===== src/rtl/mlcpwm_pkg.sv =====
package mlcpwm_pkg;
  typedef enum logic {CAR_FALL = 1'b0, CAR_RISE = 1'b1} car_dir_e;
endpackage


===== src/rtl/mlcpwm_carrier.sv =====
module mlcpwm_carrier
  import mlcpwm_pkg::*;
#(
  parameter int FRAC = 10
) (
  input  logic            clk,
  input  logic            rst_n,
  input  logic [FRAC:0]   step,
  output logic [FRAC:0]   tri_o,
  output logic            turn_o
);
  localparam logic [FRAC+1:0] ONE_W = {2'b01, {FRAC{1'b0}}};

  logic [FRAC:0]   tri_q, tri_d;
  car_dir_e        dir_q, dir_d;
  logic            turn_q, turn_d;
  logic            adv_en;
  logic [FRAC+1:0] sum_w;

  assign adv_en = (step != '0);
  assign sum_w  = {1'b0, tri_q} + {1'b0, step};

  always_comb begin
    tri_d  = tri_q;
    dir_d  = dir_q;
    turn_d = 1'b0;
    if (dir_q == CAR_RISE) begin
      if (sum_w >= ONE_W) begin
        tri_d  = ONE_W[FRAC:0];
        dir_d  = CAR_FALL;
        turn_d = 1'b1;
      end else begin
        tri_d = sum_w[FRAC:0];
      end
    end else begin
      if (tri_q <= step) begin
        tri_d  = '0;
        dir_d  = CAR_RISE;
        turn_d = 1'b1;
      end else begin
        tri_d = tri_q - step;
      end
    end
  end

  always_ff @(posedge clk or negedge rst_n) begin
    if (!rst_n) begin
      tri_q  <= '0;
      dir_q  <= CAR_RISE;
      turn_q <= 1'b0;
    end else begin
      if (adv_en) begin
        tri_q <= tri_d;
        dir_q <= dir_d;
      end
      turn_q <= adv_en & turn_d;
    end
  end

  assign tri_o  = tri_q;
  assign turn_o = turn_q;
endmodule


===== src/rtl/mlcpwm_level.sv =====
module mlcpwm_level #(
  parameter int N      = 4,
  parameter int DUTY_W = 12,
  parameter int FRAC   = 10,
  parameter int LW     = (N > 2) ? $clog2(N) : 1
) (
  input  logic                     clk,
  input  logic                     rst_n,
  input  logic signed [DUTY_W-1:0] duty,
  input  logic [FRAC:0]            tri_i,
  output logic [LW-1:0]            state_o
);
  localparam int SC_W = DUTY_W + 4;
  localparam logic signed [SC_W-1:0] MULT = SC_W'(N - 1);

  logic signed [SC_W-1:0] duty_x, scaled;
  logic                   pos;
  logic [N-2:0]           hit;
  logic [LW-1:0]          cnt_d, state_q;

  assign duty_x = SC_W'(duty);
  assign scaled = duty_x * MULT;
  assign pos    = (scaled > 0);

  for (genvar k = 0; k < N - 1; k++) begin : g_car
    localparam logic signed [SC_W-1:0] OFS = SC_W'(k * (2 ** FRAC));
    logic signed [SC_W-1:0] car_v;
    assign car_v  = $signed({{(SC_W-FRAC-1){1'b0}}, tri_i}) + OFS;
    assign hit[k] = pos && (scaled >= car_v);
  end

  always_comb begin
    cnt_d = '0;
    for (int i = 0; i < N - 1; i++) begin
      cnt_d = cnt_d + LW'(hit[i]);
    end
  end

  always_ff @(posedge clk or negedge rst_n) begin
    if (!rst_n) state_q <= '0;
    else        state_q <= cnt_d;
  end

  assign state_o = state_q;
endmodule


===== src/rtl/mlcpwm_legdec.sv =====
module mlcpwm_legdec #(
  parameter int N  = 4,
  parameter int LW = (N > 2) ? $clog2(N) : 1,
  parameter int G  = 2 * (N - 1)
) (
  input  logic [LW-1:0] state_i,
  output logic [G-1:0]  gate_o
);
  always_comb begin
    for (int i = 0; i < G; i++) begin
      gate_o[i] = (i >= int'(state_i)) && (i < int'(state_i) + N - 1);
    end
  end
endmodule


===== src/rtl/mlcpwm.sv =====
module mlcpwm #(
  parameter int N      = 4,
  parameter int DUTY_W = 12,
  parameter int FRAC   = 10,
  parameter int LW     = (N > 2) ? $clog2(N) : 1,
  parameter int SW_W   = $clog2(N * N * N),
  parameter int G      = 2 * (N - 1)
) (
  input  logic                     clk,
  input  logic                     rst_n,
  input  logic signed [DUTY_W-1:0] duty_a,
  input  logic signed [DUTY_W-1:0] duty_b,
  input  logic signed [DUTY_W-1:0] duty_c,
  input  logic [FRAC:0]            step,
  output logic [LW-1:0]            state_a,
  output logic [LW-1:0]            state_b,
  output logic [LW-1:0]            state_c,
  output logic [SW_W-1:0]          sw_state,
  output logic                     carrier_turn,
  output logic [G-1:0]             gate_a,
  output logic [G-1:0]             gate_b,
  output logic [G-1:0]             gate_c
);
  logic [1:0]              rs_q;
  logic                    rst_sync_n;
  logic [FRAC:0]           tri_w;
  logic signed [DUTY_W-1:0] duty_v [3];
  logic [LW-1:0]           st_v   [3];
  logic [G-1:0]            gt_v   [3];

  always_ff @(posedge clk or negedge rst_n) begin
    if (!rst_n) rs_q <= 2'b00;
    else        rs_q <= {rs_q[0], 1'b1};
  end
  assign rst_sync_n = rs_q[1];

  mlcpwm_carrier #(.FRAC(FRAC)) u_carrier (
    .clk    (clk),
    .rst_n  (rst_sync_n),
    .step   (step),
    .tri_o  (tri_w),
    .turn_o (carrier_turn)
  );

  assign duty_v[0] = duty_a;
  assign duty_v[1] = duty_b;
  assign duty_v[2] = duty_c;

  for (genvar p = 0; p < 3; p++) begin : g_ph
    mlcpwm_level #(.N(N), .DUTY_W(DUTY_W), .FRAC(FRAC), .LW(LW)) u_level (
      .clk     (clk),
      .rst_n   (rst_sync_n),
      .duty    (duty_v[p]),
      .tri_i   (tri_w),
      .state_o (st_v[p])
    );
    mlcpwm_legdec #(.N(N), .LW(LW), .G(G)) u_dec (
      .state_i (st_v[p]),
      .gate_o  (gt_v[p])
    );
  end

  assign state_a = st_v[0];
  assign state_b = st_v[1];
  assign state_c = st_v[2];
  assign gate_a  = gt_v[0];
  assign gate_b  = gt_v[1];
  assign gate_c  = gt_v[2];

  assign sw_state = SW_W'(st_v[0]) * SW_W'(N * N)
                  + SW_W'(st_v[1]) * SW_W'(N)
                  + SW_W'(st_v[2]);
endmodule


===== config.mk =====
export PLATFORM = sky130hd
export DESIGN_NAME = mlcpwm
export DESIGN_NICKNAME = d
export VERILOG_FILES = /design/src/rtl/mlcpwm_pkg.sv /design/src/rtl/mlcpwm_carrier.sv /design/src/rtl/mlcpwm_level.sv /design/src/rtl/mlcpwm_legdec.sv /design/src/rtl/mlcpwm.sv
export SDC_FILE = /design/constraint.sdc
export NUM_CORES = 1
export LEC_CHECK = 0
export BUFFER_PORTS_ARGS = -buffer_cell sky130_fd_sc_hd__clkbuf_2
export CAP_MARGIN = 0
export CORE_ASPECT_RATIO = 1.5
export CORE_MARGIN = 2
export CORE_UTILIZATION = 54
export CTS_CLUSTER_SIZE = 10
export DETAILED_ROUTE_END_ITERATION = 12
export PLACE_DENSITY = 0.82
export RECOVER_POWER = 100
export SETUP_SLACK_MARGIN = 0.02
export SYNTH_ARGS = -nofsm -noshare
export SYNTH_HDL_FRONTEND = slang
export SYNTH_SLANG_ARGS = --single-unit

===== constraint.sdc =====
create_clock -name clk -period 0.9 [get_ports clk]
set_input_delay 0.045 -clock clk [delete_from_list [all_inputs] [get_ports clk]]
set_output_delay 0.045 -clock clk [all_outputs]
set_load 0.05 [all_outputs]

==> results of run 1 <==
layer usage:
layer	GRT usage (%)	overflow
met5	17.7	0
met4	113	209
met3	65.3	2
met2	139	890
met1	87.6	9
metrics by stage:
| step | setup slack (ns) | hold slack [ns] | setup TNS, ns | utilization, % | cell area (sq um) |
|---|---|---|---|---|---|
| after floorplan | -2.49 | -0.251 | -39.70 | - | 5650 |
| after global placement | -2.80 | -0.169 | -41.81 | 80.4 | 7700 |
| after detailed placement | -3.00 | -0.164 | -43.88 | 80.4 | 7700 |
| after CTS | -2.50 | 0.120 | -47.34 | 93.1 | 8920 |
logic make-up after synthesis:
kind of cell               after synthesis  synth area share (%)
xor gates and xnor gates                25                  4.31
muxes                                    3                 0.572
and+or+nand+nor                        166                  16.2
other                                    1                0.0714
AOI/OAI and AO/OA                      190                  25.2
adders and majority gates              153                  37.6
DFF                                     21                  10.0
buffers and inverters                   75                  6.03
timing repair:
action	CTS
resized for setup	158
endpoints found under the setup margin	50
hold buffers	1
gates cloned	0
pin swaps	51
buffers inserted	41
endpoints found under the hold margin	2
==> impl_metrics.json, run 1 <==
{
  "grt_max_degree": 20,
  "yosys.area.top_type_share_pct": 34.5,
  "clock_sinks": 21,
  "ys_ff_latch": 21,
  "synth_edf_count": 0,
  "async_flop_share_pct": 100,
  "yosys_warnings": 0,
  "synthTopCellsByArea": "ha_1, dfrtp_1, inv_1",
  "row_count": 44,
  "grt_remaining_overflow": 1110,
  "synth_top_cell_by_area": "ha_1",
  "portBuffers": 79,
  "gp_congestion": 0.988,
  "synth_nets": 836,
  "syn_inst": 634,
  "cts_root_buffer": "clkbuf_16",
  "synth.top_cells.by_count": "ha_1, inv_1, nor2_1",
  "first-error": "[ERROR GRT-0232] Routing congestion too high. Check the congestion heatmap in the GUI.",
  "haltStage": "global routing",
  "cts_buffer_depth": 2,
  "dp_hpwl_um": 14400,
  "synth_flop_cell": "dfrtp_1",
  "numCtsBuffers": 3,
  "worstEpCategory": "register data pin",
  "ios": 80,
  "outcome": "aborted with a tool error",
  "place_inst": 1025,
  "die_x_um": 84.5,
  "fp.dieH_um": 125,
  "ys_types": 75,
  "htree_num_levels": 1,
  "yosysMostFrequentCell": "ha_1",
  "syn_area_sq_mm": 0.00525,
  "ys_seq_area_share_pct": 10.0,
  "crit_endpoint": "g_ph[1].u_level.state_o[0]$_DFF_PN0_/D",
  "synth.avg_cell_area_sq_um": 8.28,
  "grt.total_usage_pct": 99.8,
  "initial_core_util_pct": 54.8
}
==> run 2: changes to the inputs <==
CORE_ASPECT_RATIO = default   (was 1.5)
CORE_UTILIZATION = 40   (was 54)
CTS_CLUSTER_SIZE = default   (was 10)
PLACE_DENSITY = default   (was 0.82)
PLACE_DENSITY_LB_ADDON = 0.15   (was default)
SETUP_SLACK_MARGIN = default   (was 0.02)
clock period = 1.17 ns   (was 0.9 ns; I/O delays follow)
==> impl_metrics.json, run 2 <==
{
  "grt_pass1_wl_um": 29500,
  "crit_buf_inv": 1,
  "clock_insertion_delay_worst_skew_ns": 0.27,
  "worst_slack_ns": -2.36,
  "period_share_pct": 302,
  "synth_flop_cell": "dfrtp_1",
  "postRouteAntennaNets": 0,
  "ys_ff_latch": 21,
  "rr_startpoint": "u_carrier.tri_o[0]$_DFFE_PN0P_",
  "violations": "setup timing",
  "grt.total_usage_pct": 25.1,
  "htree_num_levels": 1,
  "setup_viol": 42,
  "synthTopCellsByArea": "ha_1, dfrtp_1, inv_1",
  "cts_root_buffer": "clkbuf_16",
  "place_inst": 1075,
  "cts_tree": "done",
  "fp.coreArea_sq_mm": 0.0127,
  "async_flop_share_pct": 100,
  "outcome": "finished with violations",
  "crit_path_max_fanout": 3,
  "numCtsBuffers": 3,
  "cap_violations": 0,
  "syn_to_final_growth_pct": 71.6,
  "max_slew_margin_pct": 56.9,
  "rsz0062_at_grt": "true",
  "required_ns": 1.37,
  "finalNonFillerCells": 1121,
  "wl_per_cell_um": 16.2,
  "die_x_um": 119,
  "clock_sinks": 21,
  "path_clk_slew_ns": 0.07,
  "antenna_found_initial": 0,
  "crit_path_end_kind": "register",
  "ys_types": 75,
  "drt-total-wl_um": 18100,
  "cellPowerDensity_mw_per_mm2": 1970,
  "ios": 80,
  "wl_met2_um": 9360,
  "r2r_end": "u_carrier.tri_o[9]$_DFFE_PN0P_",
  "layout.nets": 1152,
  "route.met3.wl_um": 716,
  "synth_edf_count": 0,
  "drive_above_1_share_pct": 47.6,
  "final_common_cell": "buf_4",
  "gp_congestion": 0.959,
  "fp.dieH_um": 119,
  "yosysMostFrequentCell": "ha_1",
  "largest_register_ffs": 11,
  "critPathTopFamily": "adder cells",
  "grt_remaining_overflow": 0,
  "tightestPinTransition_ns": 0.646,
  "criticalPathCategory": "input port to register",
  "min_period_ns": 3.53,
  "row_count": 41,
  "vias": 6187,
  "cp_cell_sequence": "buf_8, ha_4, ha_4, fa_2, a211oi_4, nor2_2, mux2i_1, nand2_1, ha_2, or4_4, a311oi_4, a211oi_1, nor2_1, o21ai_1, o21a_1, fa_2",
  "crit_slowest_cell": "or4_4",
  "grt_pass1_vias": 6452,
  "hp-class": "input port to async pin",
  "ys_seq_area_share_pct": 10.0,
  "syn_area_sq_mm": 0.00525,
  "synth.top_cells.by_count": "ha_1, inv_1, nor2_1",
  "drv_slew": 0,
  "hold_viol_final": 0,
  "synth_nets": 836,
  "whs_ns": 0.0978,
  "drtPass1Iterations": 6,
  "portBuffers": 79,
  "synth_top_cell_by_area": "ha_1",
  "finClkSkew_ns": 0.00457,
  "cts_buffer_depth": 2,
  "initial_core_util_pct": 41.3,
  "cp-start-kind": "input port",
  "antenna_cells": 0,
  "arrival_ns": 3.74,
  "fmax_mhz": 283,
  "dp_hpwl_um": 13200,
  "syn_inst": 634,
  "grt_max_degree": 20,
  "leakage_nw": 4.37,
  "layout_common_cells": "buf_4, ha_1, nor2_1, clkbuf_2, inv_1",
  "ir_worst_vdd_uv": 942,
  "drt-initial-drc-count": 332,
  "yosys.area.top_type_share_pct": 34.5,
  "yosys_warnings": 0,
  "topRoutingLayerUsed": "met4",
  "rrSetupSlack_ns": -1.57,
  "reg2reg_depth": 12,
  "dieArea_sq_mm": 0.0141,
  "vias_per_cell": 5.52,
  "met1_length_um": 7440,
  "cpPeakStageDelay_ns": 0.51,
  "fillCellCount": 1000,
  "route.detailed.drc": 0,
  "synth.avg_cell_area_sq_um": 8.28
}
[run 2: per-stage QoR]
step / worst slack (ns) / setup TNS, ns / total power [mW] / area [sq um] / utilization (%)
floorplan: -2.24 / -30.85 / 9.08 / 5580 / -
global placement: -2.50 / -32.65 / 12.8 / 7670 / 60.3
detailed placement: -2.60 / -33.53 / 13.2 / 7670 / 60.3
CTS: -2.20 / -33.84 / 16.6 / 8730 / 68.6
global route: -2.54 / -38.05 / 18.9 / 9010 / 70.9
finish: -2.36 / -35.07 / 17.7 / 9010 / 70.9
[run 2: logic make-up after synthesis]
group                      after synthesis  synth area share, %
other                                    1               0.0714
AOI/OAI and AO/OA                      190                 25.2
xor gates and xnor gates                25                 4.31
buffers and inverters                   75                 6.03
and+or+nand+nor                        166                 16.2
muxes                                    3                0.572
DFF                                     21                 10.0
adders and majority gates              153                 37.6
[run 2: worst max-delay path by stage]
| stage | slack (ns) | to | cells after the start | start |
|---|---|---|---|---|
| floorplan | -2.24 | g_ph[0].u_level.state_o[0]$_DFF_PN0_ | 15 | duty_a[1] |
| global placement | -2.50 | g_ph[0].u_level.state_o[0]$_DFF_PN0_ | 16 | duty_a[1] |
| detailed placement | -2.60 | g_ph[0].u_level.state_o[0]$_DFF_PN0_ | 16 | duty_a[1] |
| CTS | -2.20 | g_ph[1].u_level.state_o[0]$_DFF_PN0_ | 16 | duty_b[1] |
| global route | -2.54 | g_ph[1].u_level.state_o[0]$_DFF_PN0_ | 16 | duty_b[1] |
| finish | -2.36 | g_ph[1].u_level.state_o[0]$_DFF_PN0_ | 16 | duty_b[1] |
[run 2: final cells by class]
class,instances,area [sq um],area share (%)
multi-input combinational,538,5190,57.6
timing repair buffer,327,2760,30.6
sequential,21,532,5.90
tap,172,215,2.39
clock buffer,4,78.8,0.874
inverter,59,243,2.69
[run 2: layer usage]
metal / vias to the layer above / global-route usage (%)
li1: 3001 / -
met1: 2934 / 29.9
met2: 195 / 46.6
met3: 57 / 1.69
met4: 0 / 9.60
met5: - / 0
[run 2: timing repair]
action                                  CTS  global route
endpoints found under the setup margin   37            43
pin swaps                                46            28
resized for setup                       143            57
hold endpoints to repair                  2             0
gates cloned                              1             0
hold buffers                              1             0
buffers inserted                         30            15
[run 2: where the power goes]
group	internal (mW)	switching [mW]	total, mW
combinational	7.50	8.22	15.7
clock	0.468	0.352	0.820
sequential	1.01	0.196	1.21
(Power assumes the default switching activity.)
==> run 3: changes to the inputs <==
CORE_ASPECT_RATIO = 1.5   (was default)
==> impl_metrics.json, run 3 (synthesis results as in run 2) <==
{
  "outcome": "finished with violations",
  "violations": "setup timing",
  "antenna_found_initial": 0,
  "whs_ns": 0.0989,
  "setup_tns_ns": -32.72,
  "clock_insertion_delay_worst_skew_ns": 0.26,
  "fillCellCount": 1012,
  "wl_per_cell_um": 16.0,
  "ios": 80,
  "clock_sinks": 21,
  "grt_remaining_overflow": 0,
  "stdcell_area_sq_mm": 0.00911,
  "min_period_ns": 3.39,
  "finalNonFillerCells": 1118,
  "hp-class": "input port to async pin",
  "required_ns": 1.38,
  "p_switching_mw": 8.62,
  "fp.coreArea_sq_mm": 0.0129,
  "final_common_cell": "buf_4",
  "clock_power_share_pct": 4.5,
  "initial_core_util_pct": 40.7,
  "setup_viol": 39,
  "drv_slew": 0,
  "arrival_ns": 3.60,
  "postRouteAntennaNets": 0,
  "cpPeakStageDelay_ns": 0.54,
  "vias_per_cell": 5.39,
  "dpl_cell_area_sq_mm": 0.00773,
  "grt.total_usage_pct": 24.5,
  "crit_slowest_cell": "fa_2",
  "fp.dieH_um": 144,
  "cp-start-kind": "input port",
  "numCtsBuffers": 3,
  "drive_above_1_share_pct": 49.2,
  "htree_num_levels": 1,
  "reg2reg_depth": 9,
  "cts_tree": "done",
  "p_int_mw": 9.13,
  "dieArea_sq_mm": 0.0141,
  "rsz0062_at_grt": "true",
  "criticalPathCategory": "input port to register",
  "crit_cells": 17,
  "route.detailed.drc": 0,
  "leakage_nw": 4.37,
  "rrSetupSlack_ns": -1.54,
  "grt_max_degree": 16,
  "crit_path_end_kind": "register",
  "cts_root_buffer": "clkbuf_16",
  "ir_worst_vdd_uv": 1210,
  "fmax_mhz": 295,
  "cts_buffer_depth": 2,
  "cp_cell_sequence": "clkbuf_2, buf_4, ha_1, ha_1, buf_4, o21ai_0, o21bai_1, a21boi_0, buf_4, nor2_1, xor2_1, ha_1, o211ai_1, nand2_1, a221oi_2, o21ai_1, fa_2",
  "largest_register_ffs": 11,
  "r2r_end": "g_ph[1].u_level.state_o[0]$_DFF_PN0_",
  "swShare_pct": 48.6,
  "worst_slack_ns": -2.22,
  "grt_pass1_vias": 6308,
  "grt_pass1_wl_um": 28400,
  "cellPowerDensity_mw_per_mm2": 1950,
  "hold_viol_final": 0,
  "portBuffers": 79,
  "rr_startpoint": "u_carrier.tri_o[6]$_DFFE_PN0P_",
  "startpoint": "duty_a[3]",
  "drt-total-wl_um": 17900,
  "vias": 6031,
  "dp_hpwl_um": 14200,
  "place_inst": 1075,
  "row_count": 51,
  "antenna_cells": 0,
  "die_x_um": 97.6,
  "gp_congestion": 0.915,
  "layout.nets": 1162,
  "fin_util_pct": 70.7,
  "critPathTopFamily": "adder cells",
  "cap_violations": 0,
  "layout_common_cells": "buf_4, ha_1, nor2_1, clkbuf_2, inv_1",
  "path_clk_slew_ns": 0.07,
  "crit_buf_inv": 4,
  "p_comb_share_pct": 88.4,
  "drt-initial-drc-count": 220,
  "finClkSkew_ns": 0.00310,
  "crit_path_max_fanout": 3,
  "drtPass1Iterations": 4,
  "syn_to_final_growth_pct": 73.4,
  "power_frac_seq_pct": 7.0,
  "period_share_pct": 290
}
run 3: final cells by class:
cell class                 instances  area, sq um  area share, %
multi-input combinational        538         5240           57.5
inverter                          59          240           2.64
sequential                        21          532           5.84
tap                              159          199           2.18
timing repair buffer             337         2820           30.9
clock inverter                     1         5.00         0.0549
clock buffer                       3         75.1          0.824
run 3: worst max path at each step:
stage,end
after global placement,g_ph[0].u_level.state_o[0]$_DFF_PN0_
after global routing,g_ph[1].u_level.state_o[0]$_DFF_PN0_
after detailed placement,g_ph[0].u_level.state_o[0]$_DFF_PN0_
after floorplan,g_ph[0].u_level.state_o[0]$_DFF_PN0_
final,g_ph[0].u_level.state_o[0]$_DFF_PN0_
after CTS,g_ph[1].u_level.state_o[0]$_DFF_PN0_
run 3: repair_timing:
item                       in CTS  in global routing
hold endpoints to repair        2                  0
setup endpoints to repair      37                 43
pin swaps                      64                 29
cloned                          1                  0
hold buffers                    1                  0
setup buffers                  30                 12
resized for setup             144                 63
run 3: worst reg2reg max path: stages (launching register included):
cell	delay [ns]
dfrtp_1	0.43
inv_1	0.10
ha_1	0.21
or4_4	0.53
a311oi_4	0.23
a211oi_1	0.11
nor2_1	0.17
o21ai_1	0.10
o21a_1	0.20
fa_2	0.56
run 3: per-layer routing:
metal	vias to the layer above	global-route usage (%)	share of wire, %
met2	126	51.2	58
met3	50	1.40	2.5
met4	0	10.6	4.7
li1	3021	-	-
met5	-	0	0
met1	2834	24.5	35
run 3: metrics by stage:
step           power, mW  setup slack (ns)
4_1_cts             16.7             -2.21
6_report            17.8             -2.22
3_5_place_dp        13.3             -2.66
5_1_grt             19.0             -2.36
3_3_place_gp        12.9             -2.53
2_1_floorplan       9.08             -2.24
run 3: power by group through the flow:
stage	Clock (mW)	Sequential, mW	Combinational [mW]
finish	0.803	1.25	15.7
CTS	0.824	1.24	14.7
global placement	0	1.22	11.7
floorplan	0	1.68	7.40
global route	0.842	1.28	16.9
detailed placement	0	1.23	12.1
